[src/rtl/pfq_pkg.sv]
`timescale 1ns/1ps
package pfq_pkg;

  typedef enum logic [1:0] {
    QST_IDLE  = 2'b00,
    QST_FIRST = 2'b01,
    QST_FLUSH = 2'b10,
    QST_NEXT  = 2'b11
  } qstat_e;

  // Activity code for one edge; flush outranks a removal.
  function automatic qstat_e encode_activity(input logic fl, input logic popped,
                                             input logic first);
    if (fl)          return QST_FLUSH;
    else if (popped) return first ? QST_FIRST : QST_NEXT;
    else             return QST_IDLE;
  endfunction

endpackage

[src/rtl/pfq_store.sv]
`timescale 1ns/1ps
module pfq_store #(
  parameter int DEPTH = 6,
  parameter int DW    = 8,
  parameter int PW    = 3
) (
  input  logic          clk,
  input  logic          wr_en,
  input  logic [PW-1:0] wr_ptr,
  input  logic [DW-1:0] wr_data,
  input  logic [PW-1:0] rd_ptr,
  output logic [DW-1:0] rd_data
);

  logic [DW-1:0] slots [DEPTH];

  for (genvar i = 0; i < DEPTH; i++) begin : g_slot
    always_ff @(posedge clk) begin
      if (wr_en && (wr_ptr == PW'(i))) slots[i] <= wr_data;
    end
  end

  always_comb begin
    rd_data = '0;
    for (int i = 0; i < DEPTH; i++) begin
      if (rd_ptr == PW'(i)) rd_data = slots[i];
    end
  end

endmodule

[src/rtl/pfq_ptrs.sv]
`timescale 1ns/1ps
module pfq_ptrs #(
  parameter int DEPTH = 6,
  parameter int PW    = 3,
  parameter int CW    = 3
) (
  input  logic          clk,
  input  logic          rst_n,
  input  logic          push,
  input  logic          pop,
  input  logic          clear,
  output logic [PW-1:0] wr_ptr,
  output logic [PW-1:0] rd_ptr,
  output logic [CW-1:0] level
);

  localparam logic [PW-1:0] LAST = PW'(DEPTH - 1);

  function automatic logic [PW-1:0] bump(input logic [PW-1:0] p);
    return (p == LAST) ? '0 : p + PW'(1);
  endfunction

  function automatic logic [CW-1:0] next_level(input logic [CW-1:0] l,
                                               input logic in, input logic out);
    case ({in, out})
      2'b10:   return l + CW'(1);
      2'b01:   return l - CW'(1);
      default: return l;
    endcase
  endfunction

  always_ff @(posedge clk or negedge rst_n) begin
    if (!rst_n) begin
      wr_ptr <= '0;
      rd_ptr <= '0;
      level  <= '0;
    end else if (clear) begin
      wr_ptr <= '0;
      rd_ptr <= '0;
      level  <= '0;
    end else begin
      if (push) wr_ptr <= bump(wr_ptr);
      if (pop)  rd_ptr <= bump(rd_ptr);
      level <= next_level(level, push, pop);
    end
  end

endmodule

[src/rtl/pfq_status.sv]
`timescale 1ns/1ps
module pfq_status
  import pfq_pkg::*;
(
  input  logic       clk,
  input  logic       rst_n,
  input  logic       flushed,
  input  logic       popped,
  input  logic       first,
  output logic [1:0] qstat
);

  qstat_e code_q;

  always_ff @(posedge clk or negedge rst_n) begin
    if (!rst_n) code_q <= QST_IDLE;
    else        code_q <= encode_activity(flushed, popped, first);
  end

  assign qstat = code_q;

endmodule

[src/rtl/prefetch_queue.sv]
`timescale 1ns/1ps
module prefetch_queue #(
  parameter int DEPTH = 6,
  parameter int DW    = 8
) (
  input  logic        clk,
  input  logic        rst_n,
  input  logic        fill_valid,
  input  logic [DW-1:0] fill_byte,
  output logic        fill_ready,
  input  logic        take_req,
  input  logic        take_first,
  output logic [DW-1:0] take_byte,
  output logic        take_ready,
  input  logic        flush,
  output logic [$clog2(DEPTH+1)-1:0] level,
  output logic [1:0]  qstat
);

  localparam int PW = (DEPTH > 1) ? $clog2(DEPTH) : 1;
  localparam int CW = $clog2(DEPTH + 1);

  logic [PW-1:0] wr_ptr, rd_ptr;
  logic          push_fire, pop_fire;

  assign fill_ready = (level != CW'(DEPTH));
  assign take_ready = (level != '0);
  assign push_fire  = fill_valid & fill_ready & ~flush;
  assign pop_fire   = take_req & take_ready & ~flush;

  pfq_store #(.DEPTH(DEPTH), .DW(DW), .PW(PW)) u_store (
    .clk     (clk),
    .wr_en   (push_fire),
    .wr_ptr  (wr_ptr),
    .wr_data (fill_byte),
    .rd_ptr  (rd_ptr),
    .rd_data (take_byte)
  );

  pfq_ptrs #(.DEPTH(DEPTH), .PW(PW), .CW(CW)) u_ptrs (
    .clk    (clk),
    .rst_n  (rst_n),
    .push   (push_fire),
    .pop    (pop_fire),
    .clear  (flush),
    .wr_ptr (wr_ptr),
    .rd_ptr (rd_ptr),
    .level  (level)
  );

  pfq_status u_status (
    .clk     (clk),
    .rst_n   (rst_n),
    .flushed (flush),
    .popped  (pop_fire),
    .first   (take_first),
    .qstat   (qstat)
  );

endmodule

[config.mk]
export PLATFORM = sky130hd
export DESIGN_NAME = prefetch_queue
export DESIGN_NICKNAME = d
export VERILOG_FILES = /design/src/rtl/pfq_pkg.sv /design/src/rtl/pfq_store.sv /design/src/rtl/pfq_ptrs.sv /design/src/rtl/pfq_status.sv /design/src/rtl/prefetch_queue.sv
export SDC_FILE = /design/constraint.sdc
export NUM_CORES = 1
export LEC_CHECK = 0
export BUFFER_PORTS_ARGS = -buffer_cell sky130_fd_sc_hd__buf_2
export CAP_MARGIN = 5
export CELL_PAD_IN_SITES_DETAIL_PLACEMENT = 1
export CELL_PAD_IN_SITES_GLOBAL_PLACEMENT = 1
export CORE_MARGIN = 2
export CORE_UTILIZATION = 30
export DETAILED_ROUTE_END_ITERATION = 8
export PLACE_DENSITY = 0.66
export SYNTH_ARGS = -nofsm -noshare
export SYNTH_HDL_FRONTEND = slang
export SYNTH_SLANG_ARGS = --single-unit
[constraint.sdc]
create_clock -name clk -period 4.3 [get_ports clk]
set_clock_uncertainty 0.2 [all_clocks]
set_input_delay 0.86 -clock clk [delete_from_list [all_inputs] [get_ports clk]]
set_output_delay 0.86 -clock clk [all_outputs]
set_load 0.02 [all_outputs]
==> impl_results.html <==
<table>
<tr><th>Metric</th><th>Value</th></tr>
<tr><th colspan="2">Yosys</th></tr>
<tr><td>Dominant cell by count in the synthesized netlist</td><td>edfxtp_1</td></tr>
<tr><td>Cell taking the most area after synthesis</td><td>edfxtp_1</td></tr>
<tr><td>Most used standard cells in the synthesized netlist</td><td>edfxtp_1 (48), dfrtp_1 (11), nand2_1 (11), nor2_1 (11), mux2i_1 (9)</td></tr>
<tr><td>Cell types occupying the most area after synthesis</td><td>edfxtp_1 (58%), dfrtp_1 (11%), mux2i_1 (3.6%)</td></tr>
<tr><td>FF+latch count, synth</td><td>59</td></tr>
<tr><td>Synthesized instance count</td><td>176</td></tr>
<tr><td>Most used flip-flop cell after synthesis</td><td>edfxtp_1</td></tr>
<tr><td>Post-synthesis cell area</td><td>2502 um^2</td></tr>
<tr><td>Yosys warns</td><td>0</td></tr>
<tr><td>Area share of the leading cell type in the synthesized netlist</td><td>0.5760</td></tr>
<tr><td>Average cell area after synthesis</td><td>14.22 um^2</td></tr>
<tr><td>Share of synthesized area occupied by flip-flops and latches</td><td>0.6860</td></tr>
<tr><td>Number of flops mapped to enable cells by yosys</td><td>48</td></tr>
<tr><td>Nets in the synthesized netlist</td><td>193</td></tr>
<tr><td>Post-synthesis cell type count</td><td>37</td></tr>
<tr><td>Share of synthesized flip-flops with an asynchronous set or reset</td><td>0.1864</td></tr>
<tr><th colspan="2">Setup path</th></tr>
<tr><td>Type of the worst setup path</td><td>reg2out</td></tr>
<tr><td>Reg-to-reg setup timing slack</td><td>1.66 ns</td></tr>
<tr><td>Critical path capture point type</td><td>output pin</td></tr>
<tr><td>Arrival time reported for the critical path endpoint</td><td>2.72 ns</td></tr>
<tr><td>CP peak stage delay</td><td>0.61 ns</td></tr>
<tr><td>Crit start category</td><td>register</td></tr>
<tr><td>Highest net fanout along the worst path</td><td>14</td></tr>
<tr><td>Crit-path cells</td><td>and2_1, ha_1, nor2_1, a22oi_1, o221ai_1, buf_2</td></tr>
<tr><td>Required @ worst endpoint</td><td>3.24 ns</td></tr>
<tr><td>Crit path max-delay cell type</td><td>nor2_1</td></tr>
<tr><th colspan="2">Finish</th></tr>
<tr><td>Synthesis-to-layout area growth</td><td>18.45%</td></tr>
<tr><td>Ratio of cells with drive above 1 in the final layout</td><td>0.2350</td></tr>
<tr><td>Number of diodes</td><td>0</td></tr>
<tr><td>Fillers</td><td>845</td></tr>
<tr><td>Post-route insts no fill</td><td>322</td></tr>
<tr><td>Layout Nets</td><td>229</td></tr>
<tr><td>Final non-filler cell area</td><td>2964 um^2</td></tr>
<tr><th colspan="2">Floorplan</th></tr>
<tr><td>Height of the die</td><td>95.33 um</td></tr>
<tr><td>Standard-cell row count</td><td>33</td></tr>
<tr><td>Total I/O pin count</td><td>29</td></tr>
<tr><td>Die area</td><td>9088 um^2</td></tr>
<tr><td>Floorplan core area</td><td>8134 um^2</td></tr>
<tr><td>Initial Utilization</td><td>0.3076</td></tr>
<tr><td>Die width</td><td>95.33 um</td></tr>
<tr><th colspan="2">Drt</th></tr>
<tr><td>Post-Route WL</td><td>5488 um</td></tr>
<tr><td>Vias</td><td>1562</td></tr>
<tr><td>Post-route antenna net violation count</td><td>0</td></tr>
<tr><td>First-pass iteration count of the detailed router</td><td>4</td></tr>
<tr><td>Number of remaining DRC errors</td><td>0</td></tr>
<tr><td>Routed vias/inst</td><td>4.851</td></tr>
<tr><td>Per-cell routed wire length</td><td>17.04 um</td></tr>
<tr><td>Iteration-0 DRC Markers</td><td>80</td></tr>
<tr><th colspan="2">Timing</th></tr>
<tr><td>Max-slew violations</td><td>0</td></tr>
<tr><td>Final critical-path required period</td><td>3.784 ns</td></tr>
<tr><td>Summed negative setup slack over all endpoints</td><td>0 ns</td></tr>
<tr><td>Remaining max-slew budget at the tightest pin</td><td>0.2690</td></tr>
<tr><td>Min setup slack post-route</td><td>0.5160 ns</td></tr>
<tr><td>RSZ-0062 raised after global routing</td><td>no</td></tr>
<tr><td>Share of the clock period used by the worst path after layout</td><td>0.8800</td></tr>
<tr><td>Transition time at the pin with the least slew margin</td><td>1.094 ns</td></tr>
<tr><td>Peak Freq</td><td>264.3 MHz</td></tr>
<tr><td>Total of endpoints with negative setup slack in the final report</td><td>0</td></tr>
<tr><td>Number of failing hold endpoints at the final stage</td><td>0</td></tr>
<tr><th colspan="2">Power</th></tr>
<tr><td>Max IR drop VDD</td><td>0.1320 mV</td></tr>
<tr><td>Total power</td><td>1552 uW</td></tr>
<tr><td>PD cells</td><td>523.5 nW/um^2</td></tr>
<tr><td>P_leak</td><td>0.001116 uW</td></tr>
<tr><th colspan="2">Global route</th></tr>
<tr><td>GR Util met2</td><td>0.2077</td></tr>
<tr><td>Met1 layer usage reported by global route</td><td>0.1744</td></tr>
<tr><td>Maximum number of pins on one net before global-route repair</td><td>19</td></tr>
<tr><td>Most used routing layer in global routing</td><td>met2</td></tr>
<tr><td>Number of global-route vias before repair</td><td>1608</td></tr>
<tr><td>Total overflow reported by the global router</td><td>0</td></tr>
<tr><td>Met3 usage</td><td>0.03874</td></tr>
<tr><td>All-Layer GR Usage</td><td>0.1342</td></tr>
<tr><td>Initial antenna violation count</td><td>0</td></tr>
<tr><td>Global-route wire length before repair</td><td>8645 um</td></tr>
<tr><th colspan="2">Clock network</th></tr>
<tr><td>Cts hold-fix bufs</td><td>0</td></tr>
<tr><td>TritonCTS clock tree</td><td>built</td></tr>
<tr><td>H-tree lvl count</td><td>3</td></tr>
<tr><td>PostCTS Resize Cnt</td><td>0</td></tr>
<tr><td>CTS root buffer</td><td>clkbuf_8</td></tr>
<tr><td>Clock sink count</td><td>59</td></tr>
<tr><td>Post-CTS setup buffer count</td><td>0</td></tr>
<tr><td>Number of buffers created by CTS</td><td>9</td></tr>
<tr><td>Buffer depth of the longest clock path</td><td>2</td></tr>
<tr><td>Clock latency on the worst-skew pair</td><td>0.33 ns</td></tr>
<tr><td>Clock transition time at the flip-flop clock pins of the worst setup and hold paths</td><td>0.07 ns</td></tr>
<tr><th colspan="2">Place</th></tr>
<tr><td>Number of cells in the design after placement</td><td>306</td></tr>
<tr><td>Post-detailed-placement cell area</td><td>2781 um^2</td></tr>
<tr><td>Gpl congestion</td><td>0.7423</td></tr>
<tr><td>Count of input and output buffers</td><td>28</td></tr>
<tr><td>Post-DP HPWL</td><td>3648 um</td></tr>
<tr><td>Post-place setup slack</td><td>0.9165 ns</td></tr>
<tr><th colspan="2">Hold path</th></tr>
<tr><td>Worst min-delay path category</td><td>in2async</td></tr>
<tr><th colspan="2">Run status</th></tr>
<tr><td>Status</td><td>completed</td></tr>
<tr><th colspan="2">Run</th></tr>
<tr><td>Max_cap viols</td><td>0</td></tr>
</table>
cells in the final DEF (no fill, tap or decap), types with 7 or more instances in the layout:
cell	synthesis	layout
nand2_1	11	11
clkbuf_8	0	9
a22oi_1	8	8
o2bb2ai_1	7	7
edfxtp_1	48	48
and3_1	7	7
nor2_1	11	11
buf_2	2	28
a31oi_1	7	7
mux2i_1	9	9
dfrtp_1	11	11
per-stage QoR:
stage | util | hold slack (ns)
after floorplan | - | 0.3488
after global placement | 0.3419 | 0.3808
after detailed placement | 0.3419 | 0.3768
after CTS | 0.3644 | 0.1762
after global routing | 0.3644 | 0.1752
final | 0.3644 | 0.1845
final cells by class:
class,instances,area [um^2],area share
flip-flops and latches,59,1717,0.5791
multi-input cells,106,748.2,0.2524
repair buffers,32,170.2,0.05741
well taps,105,131.4,0.04432
clock buffers,9,123.9,0.04179
clock inverters,7,58.81,0.01984
inverters,4,15.01,0.005065
metal layers:
layer | vias to the layer above | wire length (um)
met5 | - | 0
met1 | 782 | 2519
li1 | 744 | -
met2 | 29 | 2653
met4 | 0 | 95
met3 | 7 | 220
critical path, delay by kind of cell (launching register included):
kind                       cells  cell delay (ns)
buffers and inverters          1             0.20
adders and majority gates      1             0.31
and+or+nand+nor                2             0.89
AOI/OAI and AO/OA              2             0.39
DFF                            1             0.60
power by group:
part	total [uW]	leakage [uW]	internal, uW	switching [uW]
Combinational	371	0.000443	146	226
Clock	469	0.0000915	259	210
Sequential	711	0.000581	651	60.0
registers in the layout, indices dropped and copies added (netlist names):
name and flops:
u_ptrs.rd_ptr 3, u_ptrs.wr_ptr 3, u_ptrs.level 3, u_store.slots 48
u_status.qstat 2
logic make-up after synthesis:
kind of cell / share of synthesized area
compound gates: 0.09400
xor+xnor: 0.01050
fa+ha+maj: 0.01800
buf+inv: 0.01750
flops: 0.6860
mux: 0.04950
simple gates: 0.1245
path summary, 6_finish.rpt:
check | from | end | depth (start not counted)
max | u_ptrs.rd_ptr[1] | take_byte[6] | 6
min | rst_n | u_ptrs.level[2] | 1
max reg2reg | u_ptrs.level[0] | u_ptrs.level[2] | 7
min reg2reg | u_ptrs.wr_ptr[2] | u_ptrs.wr_ptr[2] | 2
max in group asynchronous | rst_n | u_ptrs.level[1] | 1
min in group clk | u_ptrs.wr_ptr[2] | u_ptrs.wr_ptr[2] | 2
(Power assumes the default switching activity.)
